### config.mk
export PLATFORM = sky130hd
export DESIGN_NAME = llsc_monitor
export DESIGN_NICKNAME = d
export VERILOG_FILES = /design/src/rtl/llsc_monitor.sv
export SDC_FILE = /design/constraint.sdc
export NUM_CORES = 1
export LEC_CHECK = 0
export BUFFER_PORTS_ARGS = -buffer_cell sky130_fd_sc_hd__buf_2
export CORE_MARGIN = 10
export CORE_UTILIZATION = 35
export CTS_BUF_LIST = sky130_fd_sc_hd__clkbuf_8
export DETAILED_ROUTE_END_ITERATION = 8
export PLACE_DENSITY_LB_ADDON = 0.3
export SKIP_CTS_REPAIR_TIMING = 1
export SYNTH_ARGS = -nofsm -noshare
export SYNTH_HDL_FRONTEND = slang
export SYNTH_SLANG_ARGS = --single-unit
export TNS_END_PERCENT = 30
### constraint.sdc
create_clock -name clk -period 2.6 [get_ports clk]
set_clock_uncertainty 0.2 [all_clocks]
set_input_delay 0.52 -clock clk [delete_from_list [all_inputs] [get_ports clk]]
set_output_delay 0.52 -clock clk [all_outputs]
set_load 0.01 [all_outputs]
### src/rtl/llsc_monitor.sv
module llsc_monitor #(
  parameter int NUM_REQ = 4,
  parameter int LINE_W  = 26,
  localparam int ID_W   = (NUM_REQ > 1) ? $clog2(NUM_REQ) : 1
) (
  input  logic              clk,
  input  logic              rst_n,
  input  logic              ev_valid,
  input  logic [1:0]        ev_kind,
  input  logic [LINE_W-1:0] ev_line,
  input  logic [ID_W-1:0]   ev_id,
  input  logic              inv_valid,
  input  logic              inv_evict,
  input  logic [LINE_W-1:0] inv_line,
  output logic              res_valid,
  output logic              res_ok
);
  localparam logic [1:0] K_LL = 2'd0, K_SC_ISSUE = 2'd1, K_SC_DONE = 2'd2, K_WRITE = 2'd3;

  logic [NUM_REQ-1:0] rsv_v, pend_v, own_ok;
  logic [LINE_W-1:0]  rsv_line  [NUM_REQ];
  logic [LINE_W-1:0]  pend_line [NUM_REQ];
  logic               loss_armed;

  wire is_ll  = ev_valid && ev_kind == K_LL;
  wire is_sci = ev_valid && ev_kind == K_SC_ISSUE;
  wire is_scd = ev_valid && ev_kind == K_SC_DONE;
  wire is_wr  = ev_valid && ev_kind == K_WRITE;
  wire ll_hit_inv = inv_valid && inv_line == ev_line;

  always_comb begin
    loss_armed = 1'b0;
    for (int i = 0; i < NUM_REQ; i++)
      if (pend_v[i] && pend_line[i] == inv_line) loss_armed = 1'b1;
  end

  for (genvar g = 0; g < NUM_REQ; g++) begin : g_req
    logic v, pv;
    logic [LINE_W-1:0] ln, pln;
    wire sel    = ev_id == ID_W'(g);
    wire on_ev  = v && ln == ev_line;
    wire on_inv = v && ln == inv_line;
    wire kill   = (inv_valid && on_inv && (inv_evict || loss_armed))
                || (is_scd && on_ev)
                || (is_wr && sel && on_ev);

    always_ff @(posedge clk) begin
      if (!rst_n) begin
        v   <= 1'b0;
        pv  <= 1'b0;
        ln  <= '0;
        pln <= '0;
      end else begin
        if (is_ll && sel) begin
          v  <= !ll_hit_inv;
          ln <= ev_line;
        end else if (kill) begin
          v <= 1'b0;
        end
        if (is_sci && sel) begin
          pv  <= 1'b1;
          pln <= ev_line;
        end else if (is_scd && sel) begin
          pv <= 1'b0;
        end
      end
    end

    assign rsv_v[g]     = v;
    assign pend_v[g]    = pv;
    assign rsv_line[g]  = ln;
    assign pend_line[g] = pln;
    assign own_ok[g]    = sel && on_ev;
  end

  always_ff @(posedge clk) begin
    if (!rst_n) begin
      res_valid <= 1'b0;
      res_ok    <= 1'b0;
    end else begin
      res_valid <= is_scd;
      res_ok    <= is_scd && |own_ok;
    end
  end
endmodule

==> results of run 1 <==
## routing by layer
| metal | vias to the layer above | global-route usage [%] | part of all wire (%) |
|---|---|---|---|
| li1 | 5122 | - | - |
| met1 | 5199 | 26.0 | 41 |
| met2 | 399 | 35.7 | 47 |
| met3 | 153 | 3.63 | 7.0 |
| met4 | 0 | 11.1 | 5.2 |
| met5 | - | 0 | 0 |
## worst max-delay path, delay by kind of cell, from the launching register on
family / cells / cell delay, ps
xor+xnor: 1 / 150
simple gates: 3 / 1270
flops: 1 / 440
compound gates: 2 / 280
## sequential cells by signal (all words and copies together), names as in the netlist
register,flops
g_req.ln,104
g_req.pln,104
g_req.pv,4
g_req.v,4
res_ok,1
res_valid,1
## stage by stage
step,power (mW),setup slack [ps],instance area [µm²]
4_1_cts,7.57,212,13600
2_1_floorplan,4.07,338,11600
3_3_place_gp,4.52,-169,12900
5_1_grt,7.81,125,13600
3_5_place_dp,4.52,-121,12900
6_report,7.56,210,13600
## cell families (layout without fill, tap and decap cells)
group / after synthesis / after routing / share of synthesized area [%]
buffers and inverters: 117 / 246 / 4.12
other: 0 / 2 / 0
flip-flops: 218 / 218 / 37.7
AO/OA/AOI/OAI: 242 / 242 / 10.9
AND/OR/NAND/NOR: 585 / 585 / 21.6
XOR/XNOR: 338 / 338 / 25.6
## power by group
group | internal [mW] | switching [mW]
Combinational | 0.392 | 0.648
Clock | 1.61 | 1.48
Sequential | 3.39 | 0.0423
Total | 5.39 | 2.17
## layout make-up
class,instances,area (µm²)
multi-input combinational,1165,6720
fill,3411,18900
timing repair buffer,173,1230
tap,442,553
antenna,2,5.00
clock inverter,21,96.3
clock buffer,46,633
sequential,218,4360
inverter,6,27.5
## placed cells by master, fill, tap and decap left out, types with 2 or more instances in the layout
cell,netlist,final
nand2_1,434,434
xnor2_1,290,290
dfxtp_1,218,218
a21oi_1,217,217
buf_4,0,104
nand4_1,72,72
buf_2,30,62
xor2_1,48,48
clkbuf_8,0,46
nor4_1,18,18
nor3_1,17,17
inv_1,4,16
nand3_1,16,16
nor2_1,15,14
o21ai_0,9,9
clkinv_2,0,7
buf_12,0,7
or3_1,6,6
o2111ai_1,3,3
a311oi_1,3,3
o31ai_1,3,3
diode_2,0,2
nand2b_1,2,2
inv_6,0,2
a22oi_1,2,2
or4_1,2,2
## worst paths after layout
kind / startpoint / end / depth (start not counted) / slack, ps
min reg2reg: g_req[0].pln[24]$_SDFFE_PN0P_ / g_req[0].pln[24]$_SDFFE_PN0P_ / 2 / 260
min: ev_line[1] / g_req[3].ln[1]$_SDFFE_PN0P_ / 3 / 160
max: g_req[1].ln[14]$_SDFFE_PN0P_ / res_ok$_SDFF_PN0_ / 6 / 210
max reg2reg: g_req[1].ln[14]$_SDFFE_PN0P_ / res_ok$_SDFF_PN0_ / 6 / 210
==> results.toml, run 1 <==
[outcome]
status = "finished clean"

[die]
die_area_um2 = 40700
coreArea_um2 = 32500
fp-row-count = 66
fp.dieW_um = 202
start_util_pct = 35.5
ioPinCount = 63
die_h_um = 202

[worst_setup_path]
cp_data_required_time_ps = 2880
critical_path_peak_fanout = 3
slowest_delay_ps = 620
worst_path_max_delay_cell = "or4_1"
start_kind = "flip-flop"
critPathKind = "flip-flop to flip-flop"
crit_path_end_kind = "flip-flop"
crit_arrival_ps = 2670
crit_top_cell = "or4_1"
crit_chain = "xnor2_1 > nand4_1 > or4_1 > or4_1 > a21oi_1 > o21a_1"

[synthesis]
synth-edff-count = 0
synth_top_area_cell = "dfxtp_1"
synth_top_area_share_pct = 37.7
synth_cell_types = 30
yosysMostFrequentCell = "nand2_1"
syn_inst = 1500
synth.ff_latch_count = 218
synth_ff_type = "dfxtp_1"
ys_seq_area_share_pct = 37.7
ys_top_cells_by_count = "nand2_1 (434), xnor2_1 (290), dfxtp_1 (218), a21oi_1 (217), clkbuf_1 (81)"
ys_async_sr_fraction_pct = 0
synthesis.area_um2 = 11600
syn-num-nets = 1561
syn_avg_cell_area_um2 = 7.71
synth_area_leaders = "dfxtp_1 (38%), xnor2_1 (22%), nand2_1 (14%)"
yosys_warnings = 0

[clocking]
cts_tree = "done"
clock_path_buffers = 3
htreeDepth = 2
cts.sinks = 218
cts-root-buf = "clkbuf_8"
clk_latency_ps = 550
clk_pin_slew_ps = 60
numCtsBuffers = 39

[placement]
place_hpwl_mm = 31.1
gp_congestion = 0.937
portBuffers = 62
placed_cells = 2004

[final_layout]
area_growth_pct = 17.9
nNetsFinal = 1664
fin_cells = 2073
utilization_pct = 41.9
drive_gt1_share_pct = 14.2

[timing]
finalSetupTns_ps = 0
worst_slew_pin_slew_ps = 617
finalMaxSlewViolations = 0
rsz0062_at_grt = "false"
relSlewSlack_pct = 58.9
period_minus_slack_ps = 2390
fin_crit_sh_pct = 91.9
whs_ps = 164
report.final.hold_viol_count = 0
final-setup-viol-count = 0
fmax_mhz = 418

[pwr]
leakagePower_nw = 4.37
power.density_nw_per_um2 = 554
ir_drop_mv = 0.252

[routing]
drt_iter0_drc = 856
drc_errors = 0
vias = 10900
firstDrtPassIters = 5
wl_per_cell_um = 21.6
wirelength_mm = 44.7
antenna_left = 0
viasPerCell = 5.25

[global_route]
grt_pass1_vias = 10700
grt_max_degree = 54
gr-total-overflow = 0
grt_antenna_before_repair = 2
grt_use_total_pct = 21.4
grt_first_pass_wirelength_mm = 67.0

[run]
drv_cap = 0

[worst_hold_path]
hold_class = "input pin to flip-flop"
Power figures use the tool's default switching activity.
==> run 2, diff against run 1 <==
Settings changed: CORE_ASPECT_RATIO set to 0.5.
==> results.toml, run 2 (synthesized netlist as in run 1, its figures left out) <==
[outcome]
status = "finished clean"

[global_route]
grt_antenna_before_repair = 0
use_met3_pct = 3.43
grt_use_met1_pct = 28.4
grt_most_used_layer = "met2"
grt_max_degree = 63
grt_use_total_pct = 21.0
gr-total-overflow = 0
grt_first_pass_wirelength_mm = 66.2
met2_usage_pct = 32.9
grt_pass1_vias = 10300

[pwr]
clock_power_share_pct = 41.4
leakagePower_nw = 4.32
p_comb_share_pct = 13.7
power.density_nw_per_um2 = 561
ir_drop_mv = 0.246
pwr-share-seq_pct = 45.0
switching_share_pct = 28.6
p_sw_mw = 2.18
p_int_mw = 5.45
p_total_mw = 7.63

[clocking]
cts_tree = "done"
clock_path_buffers = 3
clk_latency_ps = 580
cts.sinks = 218
htreeDepth = 2
numCtsBuffers = 36
cts-root-buf = "clkbuf_8"
clk_pin_slew_ps = 70

[worst_setup_path]
start_kind = "flip-flop"
cp_data_required_time_ps = 2930
crit_path_end_kind = "flip-flop"
critical_path_peak_fanout = 3
rr_worst_depth = 6
crit_arrival_ps = 2660
critPathKind = "flip-flop to flip-flop"

[final_layout]
num-fill-cells = 3318
multiInputGateArea_um2 = 6730
utilization_pct = 42.3
final_common_cell = "nand2_1"
drive_gt1_share_pct = 14.1
diodes = 0
area_growth_pct = 17.6
reg.largest.list = "g_req.ln: 104 flops, g_req.pln: 104 flops"
final_cell_mix = "nand2_1 (434), xnor2_1 (290), dfxtp_1 (218), a21oi_1 (217), buf_4 (93)"
fin_area_um2 = 13600
register_area_um2 = 4360
nNetsFinal = 1653

[timing]
finalMaxSlewViolations = 0
finalSetupTns_ps = 0
final-setup-viol-count = 0
period_minus_slack_ps = 2330
worst_slew_pin_slew_ps = 627
rsz0062_at_grt = "false"
fmax_mhz = 429
setup_ws_ps = 272
report.final.hold_viol_count = 0
fin_crit_sh_pct = 89.6
relSlewSlack_pct = 58.2

[routing]
wirelength_mm = 44.8
wl_per_cell_um = 21.9
antenna_left = 0
drt_iter0_drc = 1168
drc_errors = 0
firstDrtPassIters = 5
vias = 10900
viasPerCell = 5.32

[die]
die_h_um = 149
coreArea_um2 = 32100
fp.dieW_um = 277
ioPinCount = 63
fp-row-count = 46
die_area_um2 = 41100
start_util_pct = 36.0

[placement]
post_dp_cell_area_um2 = 12900
place_hpwl_mm = 30.9
portBuffers = 62
dp_slack_ps = 34.3
gp_congestion = 0.951

[run]
drv_cap = 0

[worst_hold_path]
hold_class = "input pin to flip-flop"
holdPathStages = 3
-- run 2: cell count changes in the layout (fill, tap and decap cells not counted) --
cell / previous run / this run
buf_12: 7 / 10
clkbuf_8: 46 / 45
inv_8: 0 / 1
bufinv_16: 0 / 1
nor2_2: 1 / 3
inv_1: 16 / 9
buf_4: 104 / 93
nor2_1: 14 / 12
diode_2: 2 / 0
-- run 2: critical path, stage by stage, from the launching register on --
cell and delay (ps):
dfxtp_1 430, xnor2_1 160, nand4_1 110, or4_1 600, or4_1 520, a21oi_1 130
o21a_1 130
-- run 2: cell type report --
cell class / count / share of cell area (%)
Clock buffer: 45 / 4.55
Clock inverter: 16 / 0.819
Inverter: 6 / 0.202
Multi-Input combinational cell: 1165 / 49.5
Sequential cell: 218 / 32.1
Tap cell: 432 / 3.97
Timing Repair Buffer: 165 / 8.89
-- run 2: path summary, 6_finish.rpt --
| check | start | slack (ps) | endpoint |
|---|---|---|---|
| worst min-delay path | rst_n | 90 | g_req[3].v$_SDFFE_PN0P_ |
| worst min register to register | g_req[3].pln[17]$_SDFFE_PN0P_ | 270 | g_req[3].pln[17]$_SDFFE_PN0P_ |
| worst max register to register | g_req[1].ln[10]$_SDFFE_PN0P_ | 270 | res_ok$_SDFF_PN0_ |
| worst max-delay path | g_req[1].ln[10]$_SDFFE_PN0P_ | 270 | res_ok$_SDFF_PN0_ |
-- run 2: power by group through the flow --
| stage | Sequential, mW | Clock [mW] | Combinational (mW) |
|---|---|---|---|
| 2_1_floorplan | 3.49 | 0 | 0.575 |
| 3_5_place_dp | 3.50 | 0 | 1.01 |
| 5_1_grt | 3.43 | 3.34 | 1.09 |
| 6_report | 3.43 | 3.16 | 1.04 |
| 4_1_cts | 3.43 | 3.20 | 1.02 |
| 3_3_place_gp | 3.50 | 0 | 1.01 |
-- run 2: metrics by stage --
stage               hold WS [ps]  instances
CTS                         73.3       2047
global route                90.3       2047
global placement             254       1986
floorplan                    247       1500
detailed placement           259       1986
finish                      93.5       2047
-- run 2: metal layers --
layer | share of wire, % | vias to the layer above
met5 | 0 | -
met4 | 3.6 | 0
met3 | 9.8 | 112
met2 | 44 | 526
met1 | 43 | 5144
li1 | - | 5105
